`src/rtl/pcm_rx_pkg.sv`:
```
package pcm_rx_pkg;
  typedef enum logic {
    MODE_PAR = 1'b0,
    MODE_SER = 1'b1
  } rx_mode_e;

  localparam int NUM_CH = 2;
endpackage

```
`src/rtl/pcm_sync_edge.sv`:
```
module pcm_sync_edge (
  input  logic clk,
  input  logic rst,
  input  logic sync_in,
  output logic rise_o
);
  logic sync_q;

  // reset to 1 so a sync already high at reset release is not taken as an edge
  always_ff @(negedge clk) begin
    if (rst) sync_q <= 1'b1;
    else     sync_q <= sync_in;
  end

  assign rise_o = sync_in & ~sync_q;
endmodule

```
`src/rtl/pcm_frame_pos.sv`:
```
module pcm_frame_pos #(
  parameter int WORD_W = 8
) (
  input  logic                              clk,
  input  logic                              rst,
  input  logic                              rise_i,
  input  logic                              ser_mode_i,
  output logic [$clog2(2*WORD_W+1)-1:0]     idx_o,
  output logic [$clog2(2*WORD_W+1)-1:0]     pos_o,
  output logic                              take_o,
  output logic                              eff_ser_o,
  output logic                              frame_ser_o
);
  import pcm_rx_pkg::*;

  localparam int POS_W = $clog2(2*WORD_W+1);
  localparam logic [POS_W-1:0] ONE_SLOT = POS_W'(WORD_W);
  localparam logic [POS_W-1:0] TWO_SLOT = POS_W'(2*WORD_W);

  logic [POS_W-1:0] pos_q;
  rx_mode_e         mode_q;
  logic [POS_W-1:0] limit;

  assign eff_ser_o   = rise_i ? ser_mode_i : (mode_q == MODE_SER);
  assign limit       = eff_ser_o ? TWO_SLOT : ONE_SLOT;
  assign idx_o       = rise_i ? '0 : pos_q;
  assign take_o      = idx_o < limit;
  assign pos_o       = pos_q;
  assign frame_ser_o = (mode_q == MODE_SER);

  // position saturates at the slot limit: surplus bits are not counted
  always_ff @(negedge clk) begin
    if (rst) begin
      pos_q  <= TWO_SLOT;
      mode_q <= MODE_PAR;
    end else if (rise_i) begin
      pos_q  <= POS_W'(1);
      mode_q <= rx_mode_e'(ser_mode_i);
    end else if (take_o) begin
      pos_q  <= pos_q + POS_W'(1);
    end
  end

  // the position never runs past the two-slot limit
  always_comb begin
    if (!rst) a_r6_pos_bounded: assert (pos_q <= TWO_SLOT);
  end

  // a sync edge restarts the frame with the MSB consumed
  a_r1_sync_restart: assert property (@(negedge clk) disable iff (rst)
    rise_i |=> (pos_q == POS_W'(1)));

  // mode stays put between sync edges
  a_r8_mode_held: assert property (@(negedge clk) disable iff (rst)
    !rise_i |=> $stable(mode_q));
endmodule

```
`src/rtl/pcm_slot_shift.sv`:
```
module pcm_slot_shift #(
  parameter int WORD_W = 8
) (
  input  logic              clk,
  input  logic              rst,
  input  logic              take_i,
  input  logic              last_i,
  input  logic              bit_i,
  output logic [WORD_W-1:0] word_o,
  output logic              valid_o
);
  logic [WORD_W-1:0] sh_q;
  logic [WORD_W-1:0] sh_next;

  assign sh_next = {sh_q[WORD_W-2:0], bit_i};

  always_ff @(negedge clk) begin
    if (rst) begin
      sh_q    <= '0;
      word_o  <= '0;
      valid_o <= 1'b0;
    end else begin
      valid_o <= 1'b0;
      if (take_i) begin
        sh_q <= sh_next;
        if (last_i) begin
          word_o  <= sh_next;
          valid_o <= 1'b1;
        end
      end
    end
  end

  // strobe lasts one cycle
  a_r5_single_pulse: assert property (@(negedge clk) disable iff (rst)
    valid_o |=> !valid_o);

  // word moves only with its strobe
  a_r5_word_hold: assert property (@(negedge clk) disable iff (rst)
    !valid_o |-> $stable(word_o));
endmodule

```
`src/rtl/pcm_rx_deser.sv`:
```
module pcm_rx_deser #(
  parameter int WORD_W = 8
) (
  input  logic              clk,
  input  logic              rst,
  input  logic              ser_mode,
  input  logic              rsync,
  input  logic              din_a,
  input  logic              din_b,
  output logic [WORD_W-1:0] ch1_word,
  output logic              ch1_valid,
  output logic [WORD_W-1:0] ch2_word,
  output logic              ch2_valid
);
  import pcm_rx_pkg::*;

  localparam int POS_W = $clog2(2*WORD_W+1);
  localparam logic [POS_W-1:0] ONE_SLOT = POS_W'(WORD_W);
  localparam logic [POS_W-1:0] TWO_SLOT = POS_W'(2*WORD_W);

  logic             rise;
  logic [POS_W-1:0] idx;
  logic [POS_W-1:0] pos;
  logic             take_any;
  logic             eff_ser;
  logic             frame_ser;

  logic [NUM_CH-1:0]       ch_take;
  logic [NUM_CH-1:0]       ch_last;
  logic [NUM_CH-1:0]       ch_bit;
  logic [NUM_CH-1:0]       ch_valid;
  logic [WORD_W-1:0]       ch_word [NUM_CH];

  pcm_sync_edge u_edge (
    .clk     (clk),
    .rst     (rst),
    .sync_in (rsync),
    .rise_o  (rise)
  );

  pcm_frame_pos #(.WORD_W(WORD_W)) u_pos (
    .clk         (clk),
    .rst         (rst),
    .rise_i      (rise),
    .ser_mode_i  (ser_mode),
    .idx_o       (idx),
    .pos_o       (pos),
    .take_o      (take_any),
    .eff_ser_o   (eff_ser),
    .frame_ser_o (frame_ser)
  );

  // channel 0 reads line a in parallel mode, line b otherwise; channel 1 always line b
  assign ch_bit[0] = eff_ser ? din_b : din_a;
  assign ch_bit[1] = din_b;

  for (genvar g = 0; g < NUM_CH; g++) begin : g_ch
    logic [POS_W-1:0] lo;
    assign lo = (g != 0 && eff_ser) ? ONE_SLOT : '0;
    assign ch_take[g] = take_any && (idx >= lo) && (idx < lo + ONE_SLOT);
    assign ch_last[g] = (idx == lo + ONE_SLOT - POS_W'(1));

    pcm_slot_shift #(.WORD_W(WORD_W)) u_shift (
      .clk     (clk),
      .rst     (rst),
      .take_i  (ch_take[g]),
      .last_i  (ch_last[g]),
      .bit_i   (ch_bit[g]),
      .word_o  (ch_word[g]),
      .valid_o (ch_valid[g])
    );
  end

  assign ch1_word  = ch_word[0];
  assign ch2_word  = ch_word[1];
  assign ch1_valid = ch_valid[0];
  assign ch2_valid = ch_valid[1];

  // channel 1 completes exactly when the frame has consumed one slot
  a_r3_ch1_at_slot_end: assert property (@(negedge clk) disable iff (rst)
    ch1_valid |-> (pos == ONE_SLOT));

  // channel 2 completes after two slots in serial mode, one in parallel
  a_r4_ch2_at_slot_end: assert property (@(negedge clk) disable iff (rst)
    ch2_valid |-> (pos == (frame_ser ? TWO_SLOT : ONE_SLOT)));

  // in parallel frames the two strobes coincide
  a_r3_par_together: assert property (@(negedge clk) disable iff (rst)
    (ch1_valid && !frame_ser) |-> ch2_valid);
endmodule

```
`config.mk`:
```
export PLATFORM = sky130hd
export DESIGN_NAME = pcm_rx_deser
export DESIGN_NICKNAME = d
export VERILOG_FILES = /design/src/rtl/pcm_rx_pkg.sv /design/src/rtl/pcm_sync_edge.sv /design/src/rtl/pcm_frame_pos.sv /design/src/rtl/pcm_slot_shift.sv /design/src/rtl/pcm_rx_deser.sv
export SDC_FILE = /design/constraint.sdc
export NUM_CORES = 1
export LEC_CHECK = 0
export CAP_MARGIN = 5
export CORE_MARGIN = 5
export CORE_UTILIZATION = 28
export DETAILED_ROUTE_END_ITERATION = 8
export GPL_TIMING_DRIVEN = 0
export PLACE_DENSITY = 0.47
export SYNTH_ARGS = -nofsm -noshare
export SYNTH_HDL_FRONTEND = slang
export SYNTH_SLANG_ARGS = --single-unit
export TNS_END_PERCENT = 1
```
`constraint.sdc`:
```
create_clock -name clk -period 3.44 [get_ports clk]
set_input_delay 0.516 -clock clk [delete_from_list [all_inputs] [get_ports clk]]
set_output_delay 0.516 -clock clk [all_outputs]
set_load 0.01 [all_outputs]
```
==> results_dict.tcl, run 1 <==
set metrics [dict create \
    ant_nets 0 \
    outcome "complete, but fails checks" \
    antenna_found_initial 0 \
    core_region_area_um2 5850 \
    hold_ws_ns 0.471 \
    synth_nets 179 \
    worst-r2r-setup-slack_ns 0.97 \
    combPwrFrac_pct 8.3 \
    powerDensity_nw_per_um2 475 \
    num_vias 1556 \
    crit_chain "buf_8 -> nand2b_4 -> mux2i_4 -> ha_1 -> nor2b_4 -> or3_4 -> or3_4 -> a31o_1" \
    critPathArrivalTime_ns 2.37 \
    overflow 0 \
    start_util_pct 28.3 \
    cts_hold_buf 0 \
    slew_violations 0 \
    areaGrowthSynthToFinish_pct 43.3 \
    worst_slew_pin_slew_ns 0.736 \
    worst-setup-path-type "in -> reg" \
    hp-class "reg -> reg" \
    switchingPower_w 0.000349 \
    avgSynthCellArea_um2 9.79 \
    fp.dieW_um 86.9 \
    fillers 600 \
    peakVddDrop_uv 177 \
    wl_met1_mm 1.93 \
    crit_family "simple AND/OR/NAND/NOR gates" \
    io_pins 24 \
    pwr-share-seq_pct 41.6 \
    final_cells 318 \
    fin_skew_ns 0.0141 \
    worstPathRequired_ns 1.96 \
    grt_max_degree 13 \
    clk_pin_slew_ns 0.03 \
    start_kind "primary input" \
    slew_headroom_pct 50.9 \
    yosysWarnings 0 \
    nets 252 \
    diodes 0 \
    vias_per_cell 4.89 \
    synth_cell_type_count 35 \
    synth_area_um2 1660 \
    post-route-util_pct 40.5 \
    root_buffer "clkbuf_8" \
    clk_latency_ns 0.36 \
    wirelength_mm 4.38 \
    final.setup.tns_ns -9.83 \
    cts.sinks 39 \
    intPower_w 0.000778 \
    critPathCaptureType "flop" \
    layout_common_cells "inv_1, dfxtp_1, dlygate4sd2_1" \
    swShare_pct 31.0 \
    hold_violations 0 \
    io_buffers 23 \
    ys_ff_latch 39 \
    h-tree-depth 2 \
    syn-instance-count 169 \
    dr.first_iter.drc_count 37 \
    crit_fanout 8 \
    top_layer "met4" \
    layout_setup_ws_ns -0.410 \
    synth_seq_area_share_pct 47.2 \
    rsz0062_at_grt "true" \
    clockBufferDepth 2 \
    routed-wl-met2_mm 2.16 \
    crit_buf_inv 1 \
    chipHeight_um 86.9 \
    cpMostUsedCell "or3_4" \
    wl_per_cell_um 13.8 \
    violations "negative setup slack" \
    pwr-share-clk_pct 50.2 \
    final_common_cell "inv_1" \
    numCtsBuffers 5 \
    routabilityCongestion 0.751 \
    die_area_um2 7550 \
    drc 0 \
    cts_tree "yes" \
    critPathSlowestCell "or3_4" \
    dp_cells 267 \
    dr.pass1.iters 4 \
    num_rows 28 \
    grt_pass1_wl_mm 7.39 \
    grt_pass1_vias 1679 \
    final_layout_size_suffix_gt1_share_pct 17.3 \
    critical_path.max_stage_delay_ns 0.43 \
    dpl.hpwl_mm 2.85 \
    setup_viol 35 \
    maxCapViolCount 0 \
    wl_met3_um 223 \
    grt_usage_pct 12.4 \
    leakage_nw 1.05 \
]
==> metal layers <==
metal,track usage [%],up-vias
met1,13.2,755
li1,-,763
met5,0,-
met4,7.93,0
met3,6.34,6
met2,19.4,32
==> registers in the layout, indices dropped and copies added (netlist names) <==
name	cells
u_pos.pos_o	5
u_edge.sync_q	1
u_pos.frame_ser_o	1
g_ch.u_shift.valid_o	2
g_ch.u_shift.sh_q	14
g_ch.u_shift.word_o	16
==> worst register-to-register path: cells and delay by family, from the launching register on <==
kind	cells	cell delay (ns)
buffers and inverters	1	0.52
DFF	1	0.44
and+or+nand+nor	2	0.61
adders and majority gates	1	0.37
AOI/OAI and AO/OA	2	0.40
==> metrics by stage <==
step,power [W],worst slack [ns],area [um^2]
after global placement,0.000622,-1.63,2010
after CTS,0.00116,-0.449,2330
after global routing,0.00122,-0.449,2370
after detailed placement,0.000624,-1.68,2010
final,0.00113,-0.410,2370
after floorplan,0.000602,-0.977,1690
==> area by class of cell <==
| class | instances | area (um^2) | area share (%) |
|---|---|---|---|
| Clock inverter | 42 | 188 | 7.91 |
| Clock buffer | 5 | 68.8 | 2.90 |
| Timing Repair Buffer | 32 | 287 | 12.1 |
| Tap cell | 75 | 93.8 | 3.96 |
| Inverter | 4 | 15.0 | 0.633 |
| Sequential cell | 39 | 781 | 32.9 |
| Multi-Input combinational cell | 113 | 898 | 37.9 |
| Buffer | 8 | 41.3 | 1.74 |
==> cells by family after synthesis <==
logic type / synth area share, %
AOI/OAI and AO/OA: 13.4
xor gates and xnor gates: 2.12
adders and majority gates: 3.02
buffers and inverters: 5.21
DFF: 47.2
muxes: 10.4
and+or+nand+nor: 18.7
==> power by group through the flow <==
stage               clock [W]  combinational, W  sequential (W)
floorplan           0.0000710         0.0000574        0.000474
global placement    0.0000710         0.0000765        0.000475
detailed placement  0.0000710         0.0000783        0.000475
CTS                  0.000602         0.0000903        0.000468
global route         0.000647          0.000101        0.000468
finish               0.000565         0.0000931        0.000469
==> synth_stat cells <==
cell type	count	area [um^2]
dfxtp_1	39	781
mux2i_1	16	160
nand2_1	11	41.3
a21oi_1	10	50.1
nor2_1	9	33.8
nor4_1	9	56.3
a31o_1	8	70.1
clkbuf_1	8	30.0
nand4_1	7	43.8
nor3_1	7	35.0
o31ai_1	7	52.6
ha_1	4	50.1
inv_1	4	15.0
xnor2_1	4	35.0
buf_6	3	33.8
nand2b_1	2	12.5
o21ai_0	2	10.0
or2_2	2	12.5
a211oi_2	1	12.5
a21boi_0	1	7.51
a22oi_1	1	7.51
a31oi_1	1	6.26
and2_1	1	6.26
buf_1	1	3.75
clkinv_1	1	3.75
mux2_2	1	11.3
nand3_1	1	5.00
nor2b_1	1	6.26
nor2b_4	1	13.8
nor3_2	1	10.0
nor3b_1	1	7.51
nor4b_1	1	8.76
o21ai_1	1	5.00
or3_1	1	6.26
or3_4	1	11.3
==> final timing paths <==
kind                                          start                                endpoint  cells after the start
max                                           rsync  g_ch[1].u_shift.word_o[5]$_SDFFE_NP0P_                      8
min          g_ch[0].u_shift.word_o[6]$_SDFFE_NP0P_  g_ch[0].u_shift.word_o[6]$_SDFFE_NP0P_                      2
max reg2reg             u_pos.pos_o[3]$_SDFFE_NP0N_  g_ch[1].u_shift.word_o[5]$_SDFFE_NP0P_                      6
min reg2reg  g_ch[0].u_shift.word_o[6]$_SDFFE_NP0P_  g_ch[0].u_shift.word_o[6]$_SDFFE_NP0P_                      2
==> timing repair <==
item                       CTS  global route
cloned                       0             0
pin swaps                    6             6
resized for setup           44             9
setup endpoints to repair   55            35
setup buffers                9             0
Note: power is estimated with default switching activity, not from simulation.
==> inputs of run 2 (changes only) <==
- ABC_CLOCK_PERIOD_IN_PS: unset -> 3440
- CTS_CLUSTER_DIAMETER: unset -> 40
==> results of run 2 <==
The final DEF is identical to that of run 1; final timing and power are the same.
==> inputs of run 3 (changes only) <==
--- a/config.mk
+++ b/config.mk
@@ -11,4 +11,5 @@
 export CORE_UTILIZATION = 28
 export CTS_CLUSTER_DIAMETER = 40
+export CTS_CLUSTER_SIZE = 20
 export DETAILED_ROUTE_END_ITERATION = 8
 export GPL_TIMING_DRIVEN = 0
==> constraint.sdc (replaced) <==
create_clock -name clk -period 3.44 [get_ports clk]
set_input_delay 0.516 -clock clk [delete_from_list [all_inputs] [get_ports clk]]
set_output_delay 0.516 -clock clk [all_outputs]
set_load 0.02 [all_outputs]
==> results of run 3 <==
Same layout as run 1 (identical final DEF). Status: complete, but fails checks: negative setup slack.
